## src/rtl/restoring_divider.sv

```systemverilog
module restoring_divider #(
  parameter int MAG_W = 35
) (
  input  logic             clk,
  input  logic             rst_n,
  input  logic             start,
  input  logic [MAG_W:0]   acc_in,
  input  logic [MAG_W-1:0] mq_mag_in,
  input  logic [MAG_W:0]   opnd_in,
  output logic [MAG_W:0]   acc_out,
  output logic [MAG_W:0]   mq_out,
  output logic             div_check,
  output logic             halt,
  output logic             done
);
  localparam int CW = $clog2(MAG_W + 1);

  logic             busy;
  logic [CW-1:0]    cnt;
  logic [MAG_W-1:0] rem, quo, dvs;
  logic             rsgn, qsgn;

  logic             accept, too_big, fits, last;
  logic [MAG_W:0]   trial, diff;
  logic [MAG_W-1:0] nrem, nquo;

  assign accept  = start & ~busy;
  assign too_big = opnd_in[MAG_W-1:0] <= acc_in[MAG_W-1:0];
  assign trial   = {rem, quo[MAG_W-1]};
  assign fits    = trial >= {1'b0, dvs};
  assign diff    = trial - {1'b0, dvs};
  assign nrem    = fits ? diff[MAG_W-1:0] : trial[MAG_W-1:0];
  assign nquo    = {quo[MAG_W-2:0], fits};
  assign last    = cnt == CW'(MAG_W - 1);

  always_ff @(posedge clk) begin
    if (!rst_n) begin
      busy      <= 1'b0;
      cnt       <= '0;
      rem       <= '0;
      quo       <= '0;
      dvs       <= '0;
      rsgn      <= 1'b0;
      qsgn      <= 1'b0;
      acc_out   <= '0;
      mq_out    <= '0;
      div_check <= 1'b0;
      halt      <= 1'b0;
      done      <= 1'b0;
    end else begin
      done <= 1'b0;
      halt <= 1'b0;
      if (accept) begin
        if (too_big) begin
          div_check <= 1'b1;
          halt      <= 1'b1;
          done      <= 1'b1;
          acc_out   <= acc_in;
          mq_out    <= {acc_in[MAG_W] ^ opnd_in[MAG_W], mq_mag_in};
        end else begin
          busy <= 1'b1;
          cnt  <= '0;
          rem  <= acc_in[MAG_W-1:0];
          quo  <= mq_mag_in;
          dvs  <= opnd_in[MAG_W-1:0];
          rsgn <= acc_in[MAG_W];
          qsgn <= acc_in[MAG_W] ^ opnd_in[MAG_W];
        end
      end else if (busy) begin
        rem <= nrem;
        quo <= nquo;
        cnt <= cnt + 1'b1;
        if (last) begin
          busy    <= 1'b0;
          done    <= 1'b1;
          acc_out <= {rsgn, nrem};
          mq_out  <= {qsgn, nquo};
        end
      end
    end
  end
endmodule

```

## config.mk

```make
export PLATFORM = sky130hd
export DESIGN_NAME = restoring_divider
export DESIGN_NICKNAME = d
export VERILOG_FILES = /design/src/rtl/restoring_divider.sv
export SDC_FILE = /design/constraint.sdc
export NUM_CORES = 1
export LEC_CHECK = 0
export BUFFER_PORTS_ARGS = -buffer_cell sky130_fd_sc_hd__clkbuf_2
export CAP_MARGIN = 20
export CORE_UTILIZATION = 35
export CTS_CLUSTER_SIZE = 25
export DETAILED_ROUTE_END_ITERATION = 6
export GPL_ROUTABILITY_DRIVEN = 0
export GPL_TIMING_DRIVEN = 0
export HOLD_SLACK_MARGIN = 0.15
export PLACE_DENSITY = 0.59
export SYNTH_ARGS = -nofsm -noshare
export SYNTH_HDL_FRONTEND = slang
export SYNTH_SLANG_ARGS = --single-unit
```

## constraint.sdc

```tcl
create_clock -name clk -period 5.35 [get_ports clk]
set_input_delay 1.07 -clock clk [delete_from_list [all_inputs] [get_ports clk]]
set_output_delay 1.07 -clock clk [all_outputs]
set_load 0.05 [all_outputs]
```

# --- After elaboration in Yosys (flattened, before gate mapping) ---
# Cells that the tools add are included.
totals:
  reg_bits: 189
  inputBits: 110
  output_inout_bits: 75
  elab_cells: 56
classes:
  n_addsub: 2
  order_cmp: 2
  eq_ne: 3
  mux: 26
  bitwise_logic: 4
  n_reduce_logical: 7
ops:
  columns: ["operator", "count"]
  rows:
  - ["two-way mux 36 bit", 8]
  - ["two-way mux 35 bit", 7]
  - ["greater-or-equal comparator 36 x 35 -> 1 bit", 1]
  - ["less-or-equal comparator 35 bit", 1]
  - ["subtractor 35 bit", 1]
  - ["two-way mux 6 bit", 3]
  - ["two-way mux 1 bit", 8]
  - ["AND reduction 2 bit", 4]
  - ["adder 6 x 1 -> 6 bit, second input constant", 1]
  - ["== test 6 bit, second input constant", 1]
  - ["nonzero test 2 bit", 2]
  - ["AND reduction 3 bit", 1]
  - ["!= test 2 x 1 -> 1 bit, second input constant", 1]
  - ["!= test 2 bit, second input constant", 1]
  - ["inverter 1 bit", 2]
  - ["AND 1 bit", 1]
  - ["XOR 1 bit", 1]

# --- Logic depth before layout (Yosys ltp) ---
# Gate-level depths: netlist (run 1).
depth:
  word_depth: 5
  ltp_mapped: 15

# --- Worst setup path after synthesis (run 1) ---
# Ideal clock, no wire load.
synth_timing:
  path_kind: "input -> register"
  start: "in acc_in[16]"
  end: "reg dvs[27]"
  setup_time_ns: 0.116
  arrival_time_ns: 3.387
  t_required_ns: 5.234
  setup_slack_ns: 1.847
  cell_stages: 14
  n_path_buf: 3
  cell_sequence: "inv_1 > ha_1 > a21o_1 > a21o_1 > a211oi_1 > nor3b_1 > o31a_1 > o31a_1 > buf_2 > nand2_1 > buf_2 > buf_4 > mux2i_1 > nor2b_1"
synth_via:
  elab_chain_len: 3
synth_rtl:
  columns: ["element", "line_no", "source"]
  rows:
  - ["start, declared", "7", "input logic [MAG_W:0] acc_in,"]
  - ["less-or-equal comparator 35 bit", "28", "assign too_big = opnd_in[MAG_W-1:0] <= acc_in[MAG_W-1:0];"]
  - ["inverter 1 bit (no source line)", null, null]
  - ["AND reduction 2 bit (no source line)", null, null]
  - ["end signal, assigned", "65", "dvs <= opnd_in[MAG_W-1:0];"]
  - ["end, declared", "20", "logic [MAG_W-1:0] rem, quo, dvs;"]
# No other way between the ends.
# A chain may end at the register's enable or synchronous reset.

# --- Worst setup path in the final report (run 1) ---
layout_timing:
  start: "in acc_in[22]"
  end: "reg rem[0]"
layout_via:
  elab_chain_len: 3
layout_rtl:
  columns: ["element", "line_no", "source"]
  rows:
  - ["less-or-equal comparator 35 bit", "28", null]
  - ["!= test 2 bit (no source line)", null, null]
  - ["AND reduction 2 bit (no source line)", null, null]
  - ["end signal, assigned", "63", "rem <= acc_in[MAG_W-1:0];"]
  - ["end signal, assigned", "70", "rem <= nrem;"]
  - ["end, declared", "20", null]
# No other way between the ends.

==> impl_results.md, run 1 <==
- Tmin final: 4.422 ns
- RSZ-0062 raised after global routing: false
- Required time of the critical path: 5.63 ns
- Remaining Overflow, GRT: 0
- Die H: 177.7 um
- Async S/R FF share, synth: 0%
- FP Rows: 63
- Nets: ~1600
- Via count: about 10000
- Setup crit end kind: flop
- Seq/Total Area, Yosys: between 30% and 40%
- Initial antenna violation count: 2
- Final wirelength: roughly 37 mm
- Fraction of layout cells with a size suffix above 1: around 17%
- Reg-to-reg critical path startpoint: dvs[25]
- Gate Count Post-Synth: around 1300
- Total track usage: 23.67%
- Hold Crit Class: flop to flop
- Hold-fix buffers, CTS: 0
- Area of the core: roughly 0.03 sq mm
- Avg Inst Size Synth: about 8.6 sq um
- WL met3: between 2 and 3 mm
- Final Non-Filler Cells: around 1900
- PostCTS Resize Cnt: 0
- Hold Violations, Final: 0
- Cell area power density: 459.4 mW/mm^2
- Hold Path Sink: mq_out[35]
- Final setup TNS: 0 ns
- Hold_sp: mq_out[35]
- Worst slew pin tran: roughly 1.2 ns
- Met2 wire length: 16.81 mm
- Run status: completed
- Inserted Clock Buffers: 17
- Max IR drop VDD: 0.3151 mV
- P_int: around 3.2 mW
- Initial Utilization: ~36%
- Seq cells post-synth: roughly 190
- Slew Limit Fails: 0
- Worst Setup SP: acc_in[22]
- Routed metal-1 wire length: between 15 and 20 mm
- # diodes: 0
- Relative slew slack: a little over a fifth
- Sw power: approximately 2.7 mW
- Largest net degree at the start of global routing: 22
- Count of cell types in the netlist: between 60 and 70
- R2r endpoint: rem[8]
- Max layer used: met5
- 1st-iter DRT viols: approximately 740
- CP max FO: 10
- Post-CTS Setup Inserts: 0
- Clock buffer depth: 2
- Hold path depth: 2
- Leak pwr: between 6 and 7 nW
- H-tree depth: 4
- P&R area growth vs syn: 18.69%
- CP Launch Type: input pin
- Drt via density: around 5.5
- Die Span X: between 150 and 200 um
- WS Path Type: input pin to flop
- Syn_nets: 1446
- Hold Slack: between 0.4 and 0.5 ns
- Port Buffer Count: ~180
- Length in cells of the worst reg-to-reg path: 14
- CTS tree: done
- Fillers: 3073
- Die area: around 0.032 sq mm
- Reg2Reg Setup Slack: ~1.5 ns
- Max Cap Viol: 0
- Vias in the first global route: between 9000 and 10000
- Final HPWL DP: between 20 and 30 mm
- Comb pwr share: 48.3%
- Top_reg_cell synth: dfxtp_1
- Pre-antenna DRT Iters: 7
- CTS Root Buffer Type: clkbuf_16
- Clk sinks: between 150 and 200
- Worst-path clk slew: roughly 0.08 ns
- YS warnings: 0
- Drt drc: 0
- Antenna Violating Nets Remaining: 0
- Synthesized cell area: ~0.011 sq mm
- First-pass GRT wire length: ~56 mm
- Drt wl/cell: approximately 20 um
- WP data arrival: 4.70 ns
- Clock skew: roughly 0.018 ns
- Final setup vio count: 0
- Top achievable clock speed: 0.2262 GHz
- Worst skew pair latency: roughly 0.46 ns
- Io pins: around 190
- Fin crit share: around 83%
- Post-synth EDFFs: 0
- Placed insts: between 1500 and 2000
- Flop pwr share: about 29%
- Clk pwr share: around 22%
- Sw frac: 45.28%
[critical path: stages]
cell and delay, ns:
clkbuf_2 0.11, inv_1 0.04, ha_1 0.31, nand4_1 0.22
or4_1 0.63, a41oi_1 0.33, o31a_1 0.22, o31a_1 0.12
buf_2 0.17, a21o_1 0.27, buf_2 0.30, buf_1 0.71
a31oi_1 0.17
[layer usage]
layer / vias to the layer above / track usage, %
met1: 4843 / 29.58
met4: 4 / 9.580
li1: 4942 / -
met3: 93 / 5.463
met2: 437 / 39.05
met5: - / 0
[cell usage after synthesis, types with 3 or more instances]
library cell,count,share of area [%]
o21ai_0,39,1.8
mux2i_1,73,6.8
xor2_1,18,1.5
a211o_1,5,0.41
ha_1,72,8.3
o31a_1,4,0.32
a32o_1,10,0.93
a21boi_1,8,0.56
nor2b_1,48,2.8
and3_1,25,1.4
inv_1,76,2.6
o21ai_1,44,2.0
nor3_1,10,0.46
buf_2,25,1.2
nand3_1,40,1.9
o21a_1,11,0.76
buf_1,3,0.10
o211ai_1,24,1.7
nand2_1,153,5.3
a21oi_1,53,2.5
clkbuf_1,53,1.8
o21bai_1,4,0.28
and2_1,10,0.58
dfxtp_1,189,35
or3_1,3,0.17
nand4_1,14,0.81
nor2_1,43,1.5
a31oi_1,25,1.4
o221a_1,3,0.31
a21o_1,31,2.2
xnor2_1,16,1.3
a211oi_1,11,0.76
o211a_1,69,6.4
nand2b_1,7,0.41
[power by group through the flow]
stage	sequential [mW]	combinational, mW	clock, mW
after global placement	1.75	2.75	0
after global routing	1.74	3.08	1.40
after detailed placement	1.75	2.77	0
after CTS	1.72	2.79	1.35
final	1.72	2.85	1.32
after floorplan	1.98	1.78	0
[logic make-up after synthesis]
kind of cell | share of synthesized area (%)
AO/OA/AOI/OAI | 24.87
AND/OR/NAND/NOR | 16.06
flip-flops | 35.01
buffers and inverters | 6.020
multiplexers | 6.762
adder cells (fa/ha/maj) | 8.521
XOR/XNOR | 2.756
[sequential cells by signal, indices dropped and copies added, names as in the netlist]
register,cells
busy,1
dvs,35
div_check,1
qsgn,1
acc_out,36
quo,35
done,1
cnt,6
mq_out,36
rsgn,1
halt,1
rem,35
[cells in the final DEF, fill, tap and decap left out, types with 4 or more instances in the layout]
master and n:
a211o_1 5, a211oi_1 11, a21boi_1 8, a21o_1 31, a21oi_1 53, a31oi_1 25
a32o_1 10, and2_1 10, and3_1 25, buf_2 25, clkbuf_1 53, clkbuf_16 17
clkbuf_2 183, clkinv_8 6, dfxtp_1 189, ha_1 72, inv_1 76, mux2i_1 73
nand2_1 153, nand2b_1 7, nand3_1 40, nand4_1 14, nor2_1 43, nor2b_1 48
nor3_1 10, o211a_1 69, o211ai_1 24, o21a_1 11, o21ai_0 39, o21ai_1 44
o21bai_1 4, o31a_1 4, xnor2_1 16, xor2_1 18
[through the flow]
step	power (mW)	instance area (sq um)	utilization [%]	setup slack, ns
detailed placement	4.523	12210	40.66	0.5183
global route	6.222	12830	42.71	0.7603
floorplan	3.764	10810	-	1.847
CTS	5.862	12830	42.71	0.9867
global placement	4.501	12210	40.66	0.5333
finish	5.892	12830	42.71	0.9282
[worst max-delay path by stage]
stage               slack [ns]  depth (start not counted)       to
global route              0.76                         13   rem[0]
CTS                       0.99                         13   rem[0]
finish                    0.93                         13   rem[0]
floorplan                 1.85                         14  dvs[27]
global placement          0.53                         13  rem[27]
detailed placement        0.52                         13   rem[0]
[layout make-up]
| class | instances | area, sq um | share of cell area [%] |
|---|---|---|---|
| Buffer | 84 | 361.6 | 2.819 |
| Clock buffer | 17 | 425.4 | 3.317 |
| Clock inverter | 15 | 190.2 | 1.483 |
| Inverter | 77 | 289.0 | 2.253 |
| Multi-Input combinational cell | 913 | 6372 | 49.68 |
| Sequential cell | 189 | 3784 | 29.50 |
| Tap cell | 390 | 488.0 | 3.804 |
| Timing Repair Buffer | 183 | 915.9 | 7.141 |
Power figures use the tool's default switching activity.
==> run 2, diff against run 1 <==
- PLACE_DENSITY: 0.59 -> 0.61
- clock period: 5.35 -> 3.6 ns (I/O delays scaled with it)
==> impl_results.md, run 2 (synthesized netlist as in run 1, its figures left out) <==
- CTS tree: done
- Worst skew pair latency: approximately 0.46 ns
- Largest net degree at the start of global routing: 23
- Inserted Clock Buffers: 17
- First-pass GRT wire length: about 56 mm
- Final cell utilization of the core: 43.03%
- Drt via density: 5.483
- Final HPWL DP: between 20 and 30 mm
- Hold Violations, Final: 0
- Max Cap Viol: 0
- Post-DP Area: around 0.012 sq mm
- Setup crit end kind: flop
- Pre-antenna DRT Iters: 5
- Hold Crit Class: flop to flop
- P&R area growth vs syn: 19.59%
- Port Buffer Count: between 150 and 200
- Tmin final: approximately 3.5 ns
- Cell area power density: ~700 mW/mm^2
- Clock buffer depth: 2
- FP Rows: 63
- Worst slew pin tran: just over 0.9 ns
- Worst-path clk slew: 0.08 ns
- RSZ-0062 raised after global routing: true
- Fillers: just over 3000
- Placed insts: roughly 1800
- Vias in the first global route: approximately 10000
- Drt drc: 0
- Reg area: between 0.003 and 0.004 sq mm
- Die area: 0.03158 sq mm
- Run status: completed
- H-tree depth: 4
- Final Non-Filler Cells: about 1900
- Total track usage: around a quarter
- Initial antenna violation count: 3
- Fin crit share: between 90% and 100%
- Top achievable clock speed: 0.2826 GHz
- Area of the multi-input gates: around 0.0064 sq mm
- Io pins: about 190
- Final setup TNS: 0 ns
- Clk sinks: about 190
- Die H: 177.7 um
- Die Span X: ~180 um
- Nets: around 1600
- Max IR drop VDD: around 0.34 mV
- Hold-fix buffers, CTS: 0
- Remaining Overflow, GRT: 0
- Most common cell after layout, fill and taps aside: dfxtp_1
- CTS Root Buffer Type: clkbuf_16
- WS Path Type: input pin to flop
- CP Launch Type: input pin
- Final Cell Area: about 0.013 sq mm
- # diodes: 0
- Required time of the critical path: around 4 ns
- Initial Utilization: 35.98%
- Leak pwr: around 6.6 nW
- Area of the core: roughly 0.03 sq mm
- WP data arrival: 3.89 ns
- Antenna Violating Nets Remaining: 0
- CP max FO: 10
- Final setup vio count: 0
- Final wirelength: 37.41 mm
- Clock skew: between 0.01 and 0.015 ns
- Drt wl/cell: 20.02 um
- Most frequent cells in the layout: 189 x dfxtp_1, 185 x clkbuf_2, 152 x nand2_1
- Slew Limit Fails: 0
- Via count: roughly 10000
- 1st-iter DRT viols: between 700 and 800
- Relative slew slack: 38.14%
- Largest regs: acc_out x36, mq_out x36
- Fraction of layout cells with a size suffix above 1: 18.12%
run 2: cell count changes in the layout (fill, tap and decap cells not counted), sizes merged:
cell	previous run	this run
clkbuf	253	257
buf	31	28
clkinvlp	1	0
inv	84	85
run 2: final timing paths:
| check | cells past startpoint | from | endpoint | slack (ns) |
|---|---|---|---|---|
| setup / recovery | 14 | acc_in[26] | qsgn | 0.06 |
| hold / removal | 2 | mq_out[35] | mq_out[35] | 0.45 |
| setup reg to reg | 12 | dvs[10] | acc_out[27] | 0.11 |
| hold reg to reg | 2 | mq_out[35] | mq_out[35] | 0.45 |
run 2: area by class of cell:
class,count,area share [%]
sequential,189,29.28
clock inverter,15,1.636
tap,390,3.776
buffer,84,2.992
multi-input combinational,913,49.65
clock buffer,17,3.292
timing repair buffer,184,7.145
inverter,77,2.236
run 2: critical path: stages:
cell	delay, ns
clkbuf_2	0.11
inv_1	0.05
ha_1	0.29
nand4_1	0.27
or4_4	0.61
a41oi_2	0.25
o31a_1	0.20
o31a_1	0.12
buf_2	0.19
nand2_1	0.20
clkbuf_4	0.30
buf_4	0.24
and2_0	0.17
o21a_1	0.16
run 2: repair_timing:
action	CTS	global route
gates resized for setup	11	13
gates cloned	0	0
setup buffers	0	1
pin swaps	0	2
setup endpoints to repair	50	80
run 2: per-stage QoR:
step	total power, mW	setup WS (ns)	hold WS (ns)
6_report	8.845	0.06092	0.4503
5_1_grt	9.308	-0.01024	0.4783
4_1_cts	8.751	0.0004601	0.4556
3_5_place_dp	6.715	-0.8559	0.4437
3_3_place_gp	6.678	-0.8469	0.4439
2_1_floorplan	5.594	0.4473	0.4301
run 2: metal layers:
metal	wire (um)	share of wire (%)	GRT usage [%]	vias up
met5	43	0.11	0	-
met4	1277	3.4	9.081	6
met3	3359	9.0	6.448	84
met2	17160	46	39.24	456
met1	15570	42	28.72	4783
li1	-	-	-	4919
run 2: power by group:
group	switching [mW]	total (mW)	leakage, nW	internal (mW)
registers	0.195	2.56	1.55	2.37
clock network	1.06	2.03	0.305	0.970
logic	2.76	4.26	4.76	1.50
==> run 3, diff against run 2 <==
- CTS_CLUSTER_SIZE: 25 -> not set
- PLACE_DENSITY: 0.61 -> not set
- PLACE_DENSITY_LB_ADDON: not set -> 0.2
==> impl_results.md, run 3 (synthesized netlist as in run 1, its figures left out) <==
- Run status: completed
- Clock skew: about 0.016 ns
- Hold Crit Class: flop to flop
- Sw frac: between 40% and 50%
- Most frequent cells in the layout: 189 x dfxtp_1, 184 x clkbuf_2, 151 x nand2_1
- Port Buffer Count: between 150 and 200
- Leak pwr: approximately 6.6 nW
- Final wirelength: approximately 37 mm
- CP Launch Type: input pin
- 1st-iter DRT viols: between 700 and 800
- Final Cell Area: 0.01291 sq mm
- Setup crit end kind: flop
- Relative slew slack: a little under two fifths
- Top achievable clock speed: 0.2837 GHz
- Worst skew pair latency: roughly 0.45 ns
- Worst path slowest cell: or4_4
- Initial Utilization: a little over a third
- Most common cell after layout, fill and taps aside: dfxtp_1
- Io pins: 185
- Die Span X: 177.7 um
- Largest regs: acc_out x36, mq_out x36
- Cell area power density: about 680 mW/mm^2
- Clock buffer depth: 2
- FP Rows: 63
- P_int: between 4 and 5 mW
- Fillers: a little over 3000
- Drt via density: roughly 5.4
- Drt wl/cell: ~20 um
- CTS Root Buffer Type: clkbuf_16
- Nets: ~1600
- Reg area: approximately 0.0038 sq mm
- Final HPWL DP: 28.33 mm
- Crit path cell chain: clkbuf_2 > inv_1 > ha_1 > nand4_1 > or4_4 > a41oi_1 > o31a_1 > o31a_1 > buf_2 > o21a_2 > clkbuf_1 > nand3_1 > o21ai_1
- Final setup vio count: 0
- Area of the core: 0.03003 sq mm
- Area of the multi-input gates: roughly 0.0064 sq mm
- Fin crit share: between 90 and 100%
- Drt drc: 0
- Clk pwr share: 22.7%
- Comb pwr share: about half
- Inserted Clock Buffers: 17
- Post-DP Area: between 0.01 and 0.015 sq mm
- Hold Slack: ~0.46 ns
- Die area: ~0.032 sq mm
- WP data arrival: between 3 and 4 ns
- Worst-path clk slew: around 0.080 ns
- Sw power: slightly below 4 mW
- H-tree depth: 4
- CP max FO: 10
- Slew Limit Fails: 0
- Required time of the critical path: 3.97 ns
- Pre-antenna DRT Iters: 5
- Remaining Overflow, GRT: 0
- Total track usage: around a quarter
- Final Non-Filler Cells: around 1900
- P&R area growth vs syn: 19.45%
- Largest net degree at the start of global routing: 21
- Length in cells of the worst reg-to-reg path: 12
- Flop pwr share: around 29%
- First-pass GRT wire length: 55.75 mm
- Initial antenna violation count: 0
- Clk sinks: around 190
- Hold path depth: 2
- Antenna Violating Nets Remaining: 0
- # diodes: 0
- Fraction of layout cells with a size suffix above 1: 17.99%
- Final cell utilization of the core: 42.98%
- Placed insts: 1836
- Vias in the first global route: slightly below 10000
- Worst slew pin tran: around 0.93 ns
- Max IR drop VDD: about 0.39 mV
- CTS tree: done
- Worst path max stage delay: roughly 0.60 ns
- Hold Violations, Final: 0
- Max Cap Viol: 0
- Critical path's most frequent cell: o31a_1
- Via count: 10130
- WS Path Type: input pin to flop
- Tmin final: roughly 3.5 ns
- Die H: 177.7 um
[run 3: cell types whose count changed in the layout (fill, tap and decap cells not counted), sizes merged]
cell      delta
bufinv       +1
clkinv       -2
clkinvlp     +1
[run 3: final cells by class]
class,instances,share of cell area [%]
plain buffers,82,2.947
clock buffers,17,3.296
clock inverters,15,1.502
inverters,77,2.239
multi-input cells,913,49.66
flip-flops and latches,189,29.31
well taps,390,3.780
repair buffers,186,7.270
[run 3: worst paths after layout]
kind / from / end / slack [ns]
setup / recovery: acc_in[26] / acc_out[7] / 0.08
setup reg to reg: dvs[10] / rem[27] / 0.15
hold / removal: acc_out[28] / acc_out[28] / 0.46
hold reg to reg: acc_out[28] / acc_out[28] / 0.46
[run 3: worst max-delay path: cells and delay by family]
kind | cells | cell delay (ns)
AOI/OAI and AO/OA | 5 | 1.01
adders and majority gates | 1 | 0.29
buffers and inverters | 4 | 0.84
and+or+nand+nor | 3 | 1.03
[run 3: metal layers]
| metal | global-route usage (%) | vias up | wire, um |
|---|---|---|---|
| li1 | - | 4934 | - |
| met1 | 29.78 | 4740 | 16090 |
| met2 | 38.90 | 389 | 16980 |
| met3 | 5.656 | 63 | 2910 |
| met4 | 8.369 | 0 | 1104 |
| met5 | 0 | - | 0 |
[run 3: what timing repair did]
| action | in CTS | in global routing |
|---|---|---|
| buffers inserted | 0 | 3 |
| hold buffers | 0 | 0 |
| gates resized for setup | 9 | 16 |
| cloned | 0 | 0 |
| setup endpoints to repair | 51 | 86 |
| pin swaps | 0 | 3 |
[run 3: power groups by stage]
| stage | Combinational, mW | Sequential, mW | Clock, mW |
|---|---|---|---|
| 4_1_cts | 4.17 | 2.56 | 2.04 |
| 3_3_place_gp | 4.11 | 2.60 | 0 |
| 6_report | 4.25 | 2.56 | 2.00 |
| 5_1_grt | 4.62 | 2.59 | 2.14 |
| 3_5_place_dp | 4.13 | 2.60 | 0 |
| 2_1_floorplan | 2.65 | 2.94 | 0 |
[run 3: through the flow]
stage / setup slack (ns) / TNS (ns) / total power [mW]
2_1_floorplan: 0.4473 / 0 / 5.594
6_report: 0.07560 / 0 / 8.815
3_3_place_gp: -0.9276 / -75.94 / 6.712
4_1_cts: -0.04128 / -0.2719 / 8.769
5_1_grt: -0.001124 / -0.001124 / 9.343
3_5_place_dp: -0.9291 / -74.09 / 6.734
